**src/rtl/pwr_mode_pkg.sv**
```systemverilog
package pwr_mode_pkg;
   localparam int PM_CODE_W = 3;

   typedef enum logic [PM_CODE_W-1:0] {
      PM_RESET = 3'd0,
      PM_RUN   = 3'd1,
      PM_MED   = 3'd2,
      PM_SLEEP = 3'd3,
      PM_SSTBY = 3'd4,
      PM_HSTBY = 3'd5,
      PM_EXC   = 3'd6
   } pm_state_e;
endpackage

```
**src/rtl/pwr_wake_eval.sv**
```systemverilog
module pwr_wake_eval #(
   parameter int          N_IRQ        = 4,
   parameter logic [31:0] EXT_IRQ_MASK = 32'h3
) (
   input  logic             nmi,
   input  logic             int_en,
   input  logic [N_IRQ-1:0] irq_req,
   input  logic [N_IRQ-1:0] irq_mask,
   output logic             sleep_wake,
   output logic             sstby_wake
);
   logic [N_IRQ-1:0] pend;
   logic [N_IRQ-1:0] ext_pend;

   for (genvar i = 0; i < N_IRQ; i++) begin : g_line
      assign pend[i] = irq_req[i] & ~irq_mask[i];
      if (EXT_IRQ_MASK[i]) begin : g_ext
         assign ext_pend[i] = pend[i];
      end else begin : g_int
         assign ext_pend[i] = 1'b0;
      end
   end

   assign sleep_wake = int_en & (nmi | (|pend));
   assign sstby_wake = int_en & (nmi | (|ext_pend));
endmodule

```
**src/rtl/pwr_mode_fsm.sv**
```systemverilog
module pwr_mode_fsm
   import pwr_mode_pkg::*;
(
   input  logic      clk,
   input  logic      res_n,
   input  logic      hstby_n,
   input  logic      wdt_ovf,
   input  logic      sleep_op,
   input  logic      stby_sel,
   input  logic      med_en,
   input  logic      sleep_wake,
   input  logic      sstby_wake,
   output pm_state_e state
);
   pm_state_e nxt;
   logic      med_en_q;
   logic      med_armed;
   logic      force_rst;

   assign force_rst = !res_n || wdt_ovf;

   always_comb begin
      nxt = state;
      if (!hstby_n) begin
         nxt = PM_HSTBY;
      end else if (state == PM_HSTBY) begin
         nxt = PM_RESET;
      end else if (force_rst) begin
         nxt = PM_RESET;
      end else begin
         unique case (state)
            PM_RESET: nxt = PM_EXC;
            PM_EXC:   nxt = med_armed ? PM_MED : PM_RUN;
            PM_RUN, PM_MED: begin
               if (sleep_op)
                  nxt = stby_sel ? PM_SSTBY : PM_SLEEP;
               else
                  nxt = med_armed ? PM_MED : PM_RUN;
            end
            PM_SLEEP: nxt = sleep_wake ? PM_EXC : PM_SLEEP;
            PM_SSTBY: nxt = sstby_wake ? PM_EXC : PM_SSTBY;
            default:  nxt = PM_RESET;
         endcase
      end
   end

   always_ff @(posedge clk) begin
      state    <= nxt;
      med_en_q <= med_en;
      if (!hstby_n || force_rst || !med_en)
         med_armed <= 1'b0;
      else if (!med_en_q)
         med_armed <= 1'b1;
   end
endmodule

```
**src/rtl/pwr_clk_gate.sv**
```systemverilog
module pwr_clk_gate
   import pwr_mode_pkg::*;
#(
   parameter bit REG_OUT = 1'b0
) (
   input  logic      clk,
   input  pm_state_e state,
   output logic      cpu_clk_en,
   output logic      per_clk_en,
   output logic      div_sel
);
   logic cpu_d, per_d, div_d;

   always_comb begin
      cpu_d = (state == PM_RUN) || (state == PM_MED) || (state == PM_EXC);
      per_d = !((state == PM_SSTBY) || (state == PM_HSTBY));
      div_d = (state == PM_MED);
   end

   if (REG_OUT) begin : g_reg
      always_ff @(posedge clk) begin
         cpu_clk_en <= cpu_d;
         per_clk_en <= per_d;
         div_sel    <= div_d;
      end
   end else begin : g_comb
      assign cpu_clk_en = cpu_d;
      assign per_clk_en = per_d;
      assign div_sel    = div_d;
   end
endmodule

```
**src/rtl/pwr_mode_ctrl.sv**
```systemverilog
module pwr_mode_ctrl
   import pwr_mode_pkg::*;
#(
   parameter int          N_IRQ        = 4,
   parameter logic [31:0] EXT_IRQ_MASK = 32'h3,
   parameter bit          REG_OUT      = 1'b0
) (
   input  logic                 clk,
   input  logic                 res_n,
   input  logic                 hstby_n,
   input  logic                 wdt_ovf,
   input  logic                 sleep_op,
   input  logic                 stby_sel,
   input  logic                 med_en,
   input  logic                 nmi,
   input  logic                 int_en,
   input  logic [N_IRQ-1:0]     irq_req,
   input  logic [N_IRQ-1:0]     irq_mask,
   output logic                 cpu_clk_en,
   output logic                 per_clk_en,
   output logic                 div_sel,
   output logic [PM_CODE_W-1:0] mode
);
   if (N_IRQ < 1 || N_IRQ > 32) begin : g_bad_n
      $error("pwr_mode_ctrl: N_IRQ must be 1..32");
   end

   logic      sleep_wake, sstby_wake;
   pm_state_e state;

   pwr_wake_eval #(.N_IRQ(N_IRQ), .EXT_IRQ_MASK(EXT_IRQ_MASK)) u_wake (
      .nmi(nmi), .int_en(int_en), .irq_req(irq_req), .irq_mask(irq_mask),
      .sleep_wake(sleep_wake), .sstby_wake(sstby_wake)
   );

   pwr_mode_fsm u_fsm (
      .clk(clk), .res_n(res_n), .hstby_n(hstby_n), .wdt_ovf(wdt_ovf),
      .sleep_op(sleep_op), .stby_sel(stby_sel), .med_en(med_en),
      .sleep_wake(sleep_wake), .sstby_wake(sstby_wake), .state(state)
   );

   pwr_clk_gate #(.REG_OUT(REG_OUT)) u_gate (
      .clk(clk), .state(state),
      .cpu_clk_en(cpu_clk_en), .per_clk_en(per_clk_en), .div_sel(div_sel)
   );

   assign mode = state;
endmodule

```
**config.mk**
```make
export PLATFORM = sky130hd
export DESIGN_NAME = pwr_mode_ctrl
export DESIGN_NICKNAME = d
export VERILOG_FILES = /design/src/rtl/pwr_mode_pkg.sv /design/src/rtl/pwr_wake_eval.sv /design/src/rtl/pwr_mode_fsm.sv /design/src/rtl/pwr_clk_gate.sv /design/src/rtl/pwr_mode_ctrl.sv
export SDC_FILE = /design/constraint.sdc
export NUM_CORES = 1
export LEC_CHECK = 0
export BUFFER_PORTS_ARGS = -buffer_cell sky130_fd_sc_hd__buf_2
export CAP_MARGIN = 30
export CORE_AREA = 4 4 41 43
export DETAILED_ROUTE_END_ITERATION = 10
export DIE_AREA = 0 0 45 47
export GPL_TIMING_DRIVEN = 1
export PLACE_DENSITY = 0.53
export SYNTH_ARGS = -nofsm -noshare
export SYNTH_HDL_FRONTEND = slang
export SYNTH_SLANG_ARGS = --single-unit
```
**constraint.sdc**
```tcl
create_clock -name clk -period 2.1 [get_ports clk]
set_clock_uncertainty 0.15 [all_clocks]
set_input_delay 0.105 -clock clk [delete_from_list [all_inputs] [get_ports clk]]
set_output_delay 0.105 -clock clk [all_outputs]
set_load 0.01 [all_outputs]
```
* Word-level counts from Yosys, hierarchy flattened
Index checks and enable logic that the tools add are counted.
** Cells by class
- Equality and inequality tests :: 6
- Mux-type cells :: 8
- Reductions and logical operators :: 15
- Bitwise logic cells :: 13
** Operators by type and width (number)
- 3-bit 2-to-1 mux :: 5
- 3-bit one-hot mux with 5 select lines :: 1
- 3-bit == test (second input constant) :: 3
- 1-bit bitwise AND :: 6
- 3-bit by 2-bit == test with 1-bit output (second input constant) :: 2
- 1-bit logical OR :: 6
- 1-bit inverter :: 5
- 1-bit zero test :: 4
- 2-bit 2-to-1 mux :: 2
- 2-bit OR reduction :: 2
- 4-bit OR reduction :: 1
- 3-bit by 1-bit == test with 1-bit output (second input constant) :: 1
- 3-bit zero test :: 1
- 3-bit OR reduction :: 1
- 1-bit bitwise OR :: 2
** Storage, ports and cells
- Input bits :: 17
- Output and inout port bits :: 6
- Word-level logic and storage cells :: 46
- Flip-flop bits (word level) :: 5

* Logic depth before layout (Yosys ltp)
Gate-level depths: netlist of run 1.
- Word-level depth :: 9
- Mapped depth :: 5
- Mapped depth without buffers :: 4

* Modules after synthesis
From an unflattened synthesis of run 1, not the netlist that was laid out.
** Unflattened totals
- Cell total of the unflattened synthesis :: 45
- Area total of the unflattened synthesis :: 347.8 sq um
** Modules (own cells, without submodules)
- pwr_mode_fsm :: cells each 34, area each 272.8 sq um, instances 1
- pwr_wake_eval :: cells each 7, area each 42.5 sq um, instances 1
- pwr_clk_gate :: cells each 4, area each 32.5 sq um, instances 1

* Worst setup path after synthesis of run 1
OpenSTA, ideal clock, no wires.
- Kind :: flip-flop to flip-flop
- From :: reg u_fsm.state[0]
- To :: reg u_fsm.state[0]
- Data arrival time :: 1.092 ns
- Data required time :: 1.836 ns
- Cell stages (with the launch flop) :: 6
- Path slack :: 0.744 ns
- Period minus slack after synthesis :: 1.356 ns
- Cells stage by stage :: dfxtp_1 buf_2 and4bb_1 a31oi_1 o31ai_1 a21o_1
** Between the ends
- Cells in the longest elaborated chain, start to end :: 5
- Elaborated cells on any way between the ends :: 11
- Those cells by class :: 6 x eq/ne; 3 x mux; 2 x reduce/logical
** Ends and longest elaborated chain
- start: declaration :: RTL line pwr_mode_fsm.sv:13 : output pm_state_e state
- start signal: assignment :: RTL line pwr_mode_fsm.sv:48 : state <= nxt;
- 3-bit by 2-bit == test with 1-bit output or 3-bit by 1-bit == test with 1-bit output (tied branches) :: RTL line pwr_mode_fsm.sv:31 : unique case (state)
- 2-bit OR reduction :: RTL line pwr_mode_fsm.sv:31
- 3-bit one-hot mux with 5 select lines :: RTL line pwr_mode_fsm.sv:31
- 3-bit 2-to-1 mux :: RTL line pwr_mode_fsm.sv:28 : end else if (force_rst) begin
- 3-bit 2-to-1 mux (*) :: RTL line pwr_mode_fsm.sv:26 : end else if (state == PM_HSTBY) begin
Every way passes the cells marked *; elsewhere a longest branch is shown, timed or not.
A chain may end at the register's enable or synchronous reset.

* Worst setup path after layout of run 1
- From :: reg u_fsm.state[0]
- To :: out cpu_clk_en
** Between the ends
- Cells in the longest elaborated chain, start to end :: 3
- Elaborated cells on any way between the ends :: 5
- Those cells by class :: 3 x eq/ne; 2 x reduce/logical
** Ends and longest elaborated chain
- 3-bit by 1-bit == test with 1-bit output or 3-bit by 2-bit == test with 1-bit output (tied branches) :: RTL line pwr_clk_gate.sv:15 : cpu_d = (state == PM_RUN) || (state == PM_MED) || (state == PM_EXC);
- 1-bit logical OR :: RTL line pwr_clk_gate.sv:15
- 1-bit logical OR (*) :: RTL line pwr_clk_gate.sv:15
- end: declaration :: RTL line pwr_mode_ctrl.sv:19 : output logic cpu_clk_en,
Marks and branches as above.

==> flow_summary.toml, run 1 <==
[outcome]
status = "finished, final reports clean"

[setup_path]
cp.arrival_ps = 1220
startpoint_type = "flop"
cp_slowest_cell = "dfxtp_1"
end_kind = "primary output"
cp.required_ps = 1850
slowest_delay_ps = 540
worstSetupPathType = "reg2out"
path_max_fanout = 12
crit_chain = "nand2b_1 > o21ai_1 > buf_2"

[timing]
relSlewSlack_pct = 75.6
fin_crit_sh_pct = 70.0
hold-worst-slack_ps = 5.22
finalSetupTns_ps = 0
setup_viol = 0
grt_setup_unrepaired = "no"
slew_viol_final = 0
period_minus_slack_ps = 1470
hold_violations = 0
worstMarginPinSlew_ps = 366
fmax_mhz = 680

[placement]
hpwl_um = 770
globalplace.congestion = 0.679
portBuffers = 22

[clocking]
cts_made_buffers = 3
cts_max_level = 1
clkLatencyLatePin_ps = 250
path_clk_slew_ps = 50
clock-sinks = 5
postCtsResizedCells = 0
clock_path_buffers = 2
cts_tree = "done"
cts_root_buffer = "clkbuf_4"
postCtsSetupRepairBufs = 0

[cells_and_area]
antenna_cells = 0
fin_nets = 93
n_fill_cell = 150
areaGrowthSynthToFinish_pct = 46.8
drive_above_1_share_pct = 37.3

[route]
drc = 0
wl_per_cell_um = 11.0
drtIter0Drc = 4
firstDrtPassIters = 4
postRouteWirelength_um = 989
ant_nets = 0
viasPerCell = 4.86
via_count = 437

[die]
fp.dieH_um = 47
core_um2 = 1300
dieArea_um2 = 2120
io-pin-count = 23
rows = 13
fp.dieW_um = 45
initial_core_util_pct = 27.3

[synth]
ys_ff_latch = 5
yosysWarnings = 0
syn_nets = 66
syn_area_per_cell_um2 = 7.25
syn_inst = 49
ys_seq_area_share_pct = 28.2
synth_area_um2 = 355
ys_types = 25

[global_route]
top_usage_layer = "met2"
gr-total-overflow = 0
grt_pass1_wl_um = 1520
antenna_found_initial = 0
grt_max_degree = 13
grtUsageTotal_pct = 9.87
grt_util_met1_pct = 13.0
grt_use_met3_pct = 4.60
grt_pass1_vias = 366
grt_use_met2_pct = 15.0

[pwr]
switching_share_pct = 28.8
p_comb_share_pct = 21.1
clkPwrFrac_pct = 40.5
pwr-share-seq_pct = 38.4
irDropWorstVdd_v = 0.000399
p_sw_mw = 0.0815
p_int_mw = 0.201
p_leak_nw = 0.266
cellPowerDensity_nw_per_um2 = 542

[flow_run]
max_cap_viol_count = 0

[hold_path]
hold_path_class = "in2reg"
[worst max-delay path: cells and delay by family, from the launching register on]
family / cells / cell delay, ps
AOI/OAI and AO/OA: 1 / 130
DFF: 1 / 540
and+or+nand+nor: 1 / 160
buffers and inverters: 1 / 140
[final timing paths]
| path | startpoint | to | slack (ps) | cells past startpoint |
|---|---|---|---|---|
| worst min-delay path | int_en | u_fsm.state[1] | 5 | 3 |
| worst min register to register | u_fsm.med_en_q | u_fsm.med_armed | 330 | 3 |
| worst max-delay path | u_fsm.state[0] | cpu_clk_en | 630 | 3 |
| worst max register to register | u_fsm.state[0] | u_fsm.state[0] | 690 | 4 |
[what timing repair did]
action                                  4_1_cts  5_1_grt
hold buffers                                  2        0
endpoints found under the hold margin         4        0
endpoints found under the setup margin        0        0
[power by group through the flow]
stage / sequential (mW) / clock [mW] / combinational (mW)
3_3_place_gp: 0.110 / 0 / 0.0570
4_1_cts: 0.108 / 0.117 / 0.0601
3_5_place_dp: 0.110 / 0 / 0.0570
6_report: 0.108 / 0.114 / 0.0598
2_1_floorplan: 0.107 / 0 / 0.0326
5_1_grt: 0.110 / 0.128 / 0.0664
[final cells by class]
cell class              instances  area (µm²)  area share, %
clock buffers                   3        22.5           4.32
clock inverters                 1        5.00          0.959
inverters                       7        26.3           5.04
multi-input cells              35         219           42.0
flip-flops and latches          5         100           19.2
well taps                      15        18.8           3.60
repair buffers                 24         130           24.9
[layout by cell type, fill, tap and decap left out]
cell type      synthesis  final
buf_2                  2     22
inv_1                  5      5
a21oi_1                5      5
dfxtp_1                5      5
nor2_1                 4      4
nand2b_1               3      3
o21ai_1                3      3
clkbuf_4               0      3
inv_2                  2      2
nand2_1                2      2
o21ai_0                2      2
o31ai_1                2      2
dlygate4sd3_1          0      2
nand3b_1               1      1
a221o_1                1      1
o22ai_1                1      1
a211oi_1               1      1
o311ai_1               1      1
or3_1                  1      1
o32ai_1                1      1
nor2b_1                1      1
o31a_1                 1      1
and3_1                 1      1
mux2i_1                1      1
and4bb_1               1      1
a31oi_1                1      1
a21o_1                 1      1
clkinv_2               0      1
[layer usage]
| layer | vias to the layer above | part of all wire [%] | wire length (µm) |
|---|---|---|---|
| li1 | 230 | - | - |
| met1 | 188 | 46 | 452 |
| met2 | 19 | 45 | 449 |
| met3 | 0 | 8.9 | 88 |
| met4 | 0 | 0 | 0 |
| met5 | - | 0 | 0 |
[flip-flops by register name, summed over array words and instances, names as in the netlist]
register,count
u_fsm.state,3
u_fsm.med_en_q,1
u_fsm.med_armed,1
[Yosys cell counts, drive strengths merged]
cell type	count	area, µm²
nand3b	1	7.51
buf	2	10.0
mux2i	1	10.0
o31ai	2	15.0
dfxtp	5	100
nand2b	3	18.8
a21oi	5	25.0
or3	1	6.26
o22ai	1	6.26
and4bb	1	12.5
and3	1	6.26
a221o	1	10.0
a21o	1	7.51
nor2	4	15.0
nand2	2	7.51
o32ai	1	8.76
inv	7	26.3
nor2b	1	6.26
o311ai	1	8.76
o21ai	5	25.0
a211oi	1	7.51
o31a	1	8.76
a31oi	1	6.26
[kinds of logic after synthesis]
kind of cell,share of synthesized area (%)
compound gates,36.3
mux,2.82
flops,28.2
buf+inv,10.2
simple gates,22.5
[stage by stage]
| stage | setup slack (ps) | total power, mW | area, µm² | utilization, % | instances |
|---|---|---|---|---|---|
| after CTS | 629 | 0.285 | 522 | 40.1 | 90 |
| after global routing | 533 | 0.304 | 522 | 40.1 | 90 |
| after detailed placement | 701 | 0.167 | 474 | 36.4 | 84 |
| after floorplan | 744 | 0.139 | 355 | - | 49 |
| after global placement | 689 | 0.167 | 474 | 36.4 | 84 |
| final | 630 | 0.283 | 522 | 40.1 | 90 |
Power figures use the tool's default switching activity.
==> inputs of run 2 (changes only) <==
PLACE_DENSITY = 0.55   (was 0.53)
clock period = 1.3 ns   (was 2.1 ns; I/O delays follow)
==> flow_summary.toml, run 2 (synthesis results as in run 1) <==
[global_route]
grt_pass1_vias = 425
grtUsageTotal_pct = 10.9
gr-total-overflow = 0
grt_max_degree = 9
antenna_found_initial = 0
grt_pass1_wl_um = 1700

[cells_and_area]
drive_above_1_share_pct = 50.0
top_regs = "u_fsm.state: 3 flops, u_fsm.med_armed: 1 flops, u_fsm.med_en_q: 1 flops"
antenna_cells = 0
n_fill_cell = 141
areaGrowthSynthToFinish_pct = 71.1
largest_register = "u_fsm.state"
largest_reg_flops = 3
layout_commonest_cell = "buf_2"
fin_nets = 98
final_util_pct = 46.7
instances_no_fill = 95
most-common-layout-cells = "buf_2 (22), inv_1 (5), nor2_1 (4), a21oi_1 (4), buf_4 (4)"

[placement]
hpwl_um = 877
dp_slack_ps = 11.6
portBuffers = 22
globalplace.congestion = 0.759
dp.cells = 89

[setup_path]
path_max_fanout = 8
r2r_slack_ps = 60
startpoint_type = "flop"
regToRegStartpoint = "u_fsm.state[2]"
crit_end = "u_fsm.state[1]"
r2r_cells = 4
worstSetupPathType = "reg2reg"
r2r-end = "u_fsm.state[1]"
startpoint = "u_fsm.state[2]"
end_kind = "flop"
cp.required_ps = 1290
cp.arrival_ps = 1240

[die]
dieArea_um2 = 2120
fp.dieH_um = 47
io-pin-count = 23
core_um2 = 1300
initial_core_util_pct = 27.3
fp.dieW_um = 45
rows = 13

[route]
wl_per_cell_um = 11.6
drc = 0
viasPerCell = 4.93
via_count = 468
postRouteWirelength_um = 1110
ant_nets = 0
firstDrtPassIters = 3
drtIter0Drc = 6

[clocking]
clkLatencyLatePin_ps = 240
clock_path_buffers = 2
path_clk_slew_ps = 40
postCtsSetupRepairBufs = 0
cts_tree = "done"
cts_made_buffers = 3
cts_max_level = 1
clock-sinks = 5
cts_root_buffer = "clkbuf_4"

[timing]
period_minus_slack_ps = 1240
worstMarginPinSlew_ps = 269
relSlewSlack_pct = 81.8
hold_violations = 0
fin_crit_sh_pct = 95.8
setup_slack_ps = 55.1
slew_viol_final = 0
setup_viol = 0
fmax_mhz = 803

[pwr]
p_leak_nw = 0.305
cellPowerDensity_nw_per_um2 = 777
total_power_mw = 0.473
irDropWorstVdd_v = 0.000273

[outcome]
status = "finished, final reports clean"

[hold_path]
hold_path_class = "in2reg"

[flow_run]
max_cap_viol_count = 0
==> run 2: cell types whose count changed in the layout (fill, tap and decap cells not counted), moves of 2 or more <==
| cell | before | now |
|---|---|---|
| dfxtp_1 | 5 | 2 |
| dfxtp_4 | 0 | 3 |
| buf_4 | 0 | 4 |
| nand2b_4 | 0 | 2 |
| nand2b_1 | 3 | 1 |
==> run 2: worst min path at each step <==
stage	start	to	slack (ps)	cells after the start
floorplan	med_en	u_fsm.med_en_q	-60	0
global placement	med_en	u_fsm.med_en_q	40	1
detailed placement	med_en	u_fsm.med_en_q	30	1
CTS	wdt_ovf	u_fsm.state[1]	70	3
global route	wdt_ovf	u_fsm.state[1]	140	3
finish	wdt_ovf	u_fsm.state[1]	100	3
==> run 2: critical path, cell delays in order (launching register included) <==
cell	delay (ps)
dfxtp_4	380
nand2b_4	140
a21oi_1	60
or3_4	330
o32ai_2	80
==> run 2: what timing repair did <==
item	4_1_cts	5_1_grt
pin swaps	1	0
hold buffers	3	0
resized for setup	3	8
endpoints found under the setup margin	1	5
endpoints found under the hold margin	5	0
==> run 2: area by class of cell <==
class	count	area, µm²	share of cell area [%]
sequential	5	111	18.3
clock buffer	4	26.3	4.32
multi-input combinational	35	255	42.0
tap	15	18.8	3.09
inverter	7	26.3	4.32
timing repair buffer	29	170	28.0
==> run 2: stage by stage <==
| stage | hold WS, ps | TNS (ps) | area, µm² |
|---|---|---|---|
| floorplan | -57.3 | 0 | 363 |
| detailed placement | 30.9 | 0 | 513 |
| global route | 141 | -6.50 | 608 |
| finish | 96.4 | 0 | 608 |
| global placement | 35.5 | 0 | 513 |
| CTS | 65.7 | 0 | 573 |
==> run 2: where the power goes <==
part / total [mW] / internal [mW] / switching [mW]
combinational: 0.124 / 0.0680 / 0.0555
clock: 0.177 / 0.116 / 0.0613
sequential: 0.172 / 0.159 / 0.0127
==> run 2: layer usage <==
metal  part of all wire [%]  global-route usage (%)  vias up  wire (µm)
met5                      0                       0        -          0
met3                    7.6                    1.15        0         84
met2                     49                    18.6       18        537
met4                      0                    5.26        0          0
met1                     44                    13.7      210        484
li1                       -                       -      240          -
==> inputs of run 3 (changes only) <==
ABC_AREA = 1   (was unset)
HOLD_SLACK_MARGIN = 0.05   (was unset)
PLACE_DENSITY = 0.54   (was 0.55)
==> flow_summary.toml, run 3 <==
[cells_and_area]
drive_above_1_share_pct = 42.7
final_util_pct = 47.0
areaGrowthSynthToFinish_pct = 78.5
antenna_cells = 0
n_fill_cell = 144
top_regs = "u_fsm.state: 3 flops, u_fsm.med_armed: 1 flops, u_fsm.med_en_q: 1 flops"
seq_area_um2 = 109
largest_register = "u_fsm.state"
fin_nets = 114
most-common-layout-cells = "buf_2 (22), nand2_1 (19), inv_1 (11)"
layout_commonest_cell = "buf_2"
multiInputGateArea_um2 = 219
largest_reg_flops = 3

[timing]
hold_violations = 0
fin_crit_sh_pct = 98.2
worstMarginPinSlew_ps = 233
period_minus_slack_ps = 1280
slew_viol_final = 0
fmax_mhz = 783
grt_setup_unrepaired = "yes"
relSlewSlack_pct = 84.3
hold-worst-slack_ps = 95.0
setup_viol = 0

[die]
initial_core_util_pct = 26.3
fp.dieW_um = 45
fp.dieH_um = 47
rows = 13
core_um2 = 1300
io-pin-count = 23
dieArea_um2 = 2120

[route]
viasPerCell = 4.14
via_count = 460
drtIter0Drc = 0
wl_per_cell_um = 8.84
postRouteWirelength_um = 981
ant_nets = 0
firstDrtPassIters = 1
drc = 0

[setup_path]
end_kind = "primary output"
cp.required_ps = 1090
worstSetupPathType = "reg2out"
startpoint_type = "flop"
path_buf_inv = 2
crit_chain = "nand2_2 > nand2_2 > nor2_4 > inv_1 > nand2_1 > buf_2"
critPathTopFamily = "flip-flops"
cp_slowest_cell = "dfxtp_4"
r2r_slack_ps = 50
slowest_delay_ps = 360
cp.arrival_ps = 1060
path_common_cell = "nand2_2"
path_max_fanout = 4

[synth]
synth_top_area_share_pct = 29.2
synthTopCellsByArea = "dfxtp_1 (29%), nand2_1 (23%), inv_1 (13%)"
syn_inst = 62
ys_seq_area_share_pct = 29.2
yosysWarnings = 0
yosys-top-cells-count = "nand2_1 (21), inv_1 (12), nor2_1 (8), dfxtp_1 (5), a21oi_1 (4)"
syn_nets = 79
synthFlopType = "dfxtp_1"
synth_top_area_cell = "dfxtp_1"
syn_area_per_cell_um2 = 5.53
synth.most_common_cell = "nand2_1"
synth_edf_count = 0
ys_types = 12
async_flop_share_pct = 0
ys_ff_latch = 5
synth_area_um2 = 343

[global_route]
grtUsageTotal_pct = 10.8
grt_max_degree = 7
grt_pass1_vias = 446
antenna_found_initial = 0
gr-total-overflow = 0
grt_pass1_wl_um = 1670

[clocking]
path_clk_slew_ps = 50
cts_max_level = 1
cts_root_buffer = "clkbuf_4"
cts_made_buffers = 3
clock_path_buffers = 2
clock-sinks = 5
cts_tree = "done"
clkLatencyLatePin_ps = 250

[pwr]
p_leak_nw = 0.345
irDropWorstVdd_v = 0.000478
cellPowerDensity_nw_per_um2 = 794

[placement]
hpwl_um = 766
globalplace.congestion = 0.837
portBuffers = 22

[outcome]
status = "finished, final reports clean"

[hold_path]
hold_path_class = "in2reg"

[flow_run]
max_cap_viol_count = 0
[run 3: worst paths after layout]
check                                     from              end  cells after the start
worst max-delay path            u_fsm.state[0]       cpu_clk_en                      6
worst min-delay path                  stby_sel   u_fsm.state[1]                      6
worst max register to register  u_fsm.state[1]   u_fsm.state[1]                      7
worst min register to register  u_fsm.med_en_q  u_fsm.med_armed                      1
[run 3: routing by layer]
metal  track usage, %  up-vias  wire, µm
li1                 -      258         -
met5                0        -         0
met1             12.6      187       409
met2             17.5       13       506
met4             7.02        0        17
met3             2.68        2        47
[run 3: cell families (layout without fill, tap and decap cells)]
logic type             count (synthesis)  after routing  share of synthesized area [%]
AND/OR/NAND/NOR                       35             35                           41.6
buffers and inverters                 13             47                           14.2
AO/OA/AOI/OAI                          9              9                           15.0
flip-flops                             5              5                           29.2
[run 3: cell type report]
class,instances,share of cell area (%)
clock buffer,4,4.29
inverter,13,7.98
multi-input combinational,44,35.8
sequential,5,17.8
tap,15,3.07
timing repair buffer,30,31.1
[run 3: per-stage QoR]
step / instance area [µm²] / cells / setup slack, ps / total power [mW] / setup TNS (ps)
after CTS: 592 / 111 / 2.59 / 0.484 / 0
after floorplan: 343 / 62 / 133 / 0.224 / 0
after global placement: 479 / 100 / 95.5 / 0.271 / 0
after global routing: 612 / 111 / -46.4 / 0.514 / -126
after detailed placement: 479 / 100 / 89.8 / 0.271 / 0
final: 612 / 111 / 22.8 / 0.486 / 0
[run 3: where the power goes]
part           internal [mW]  switching, mW  total (mW)
sequential             0.160         0.0101       0.170
clock                  0.117         0.0721       0.189
combinational         0.0677         0.0596       0.127
[run 3: repair_timing]
item,4_1_cts,5_1_grt
setup buffers,2,0
pin swaps,2,4
gates resized for setup,8,7
setup endpoints to repair,2,4
hold buffers,5,0
hold endpoints to repair,5,0
[run 3: worst reg2reg max path: stages, from the launching register on]
cell     delay, ps
dfxtp_4        360
nor2_4         160
nor2_4          60
buf_6          110
buf_6          100
o21ai_2         40
nand2_1         70
a21oi_2        120
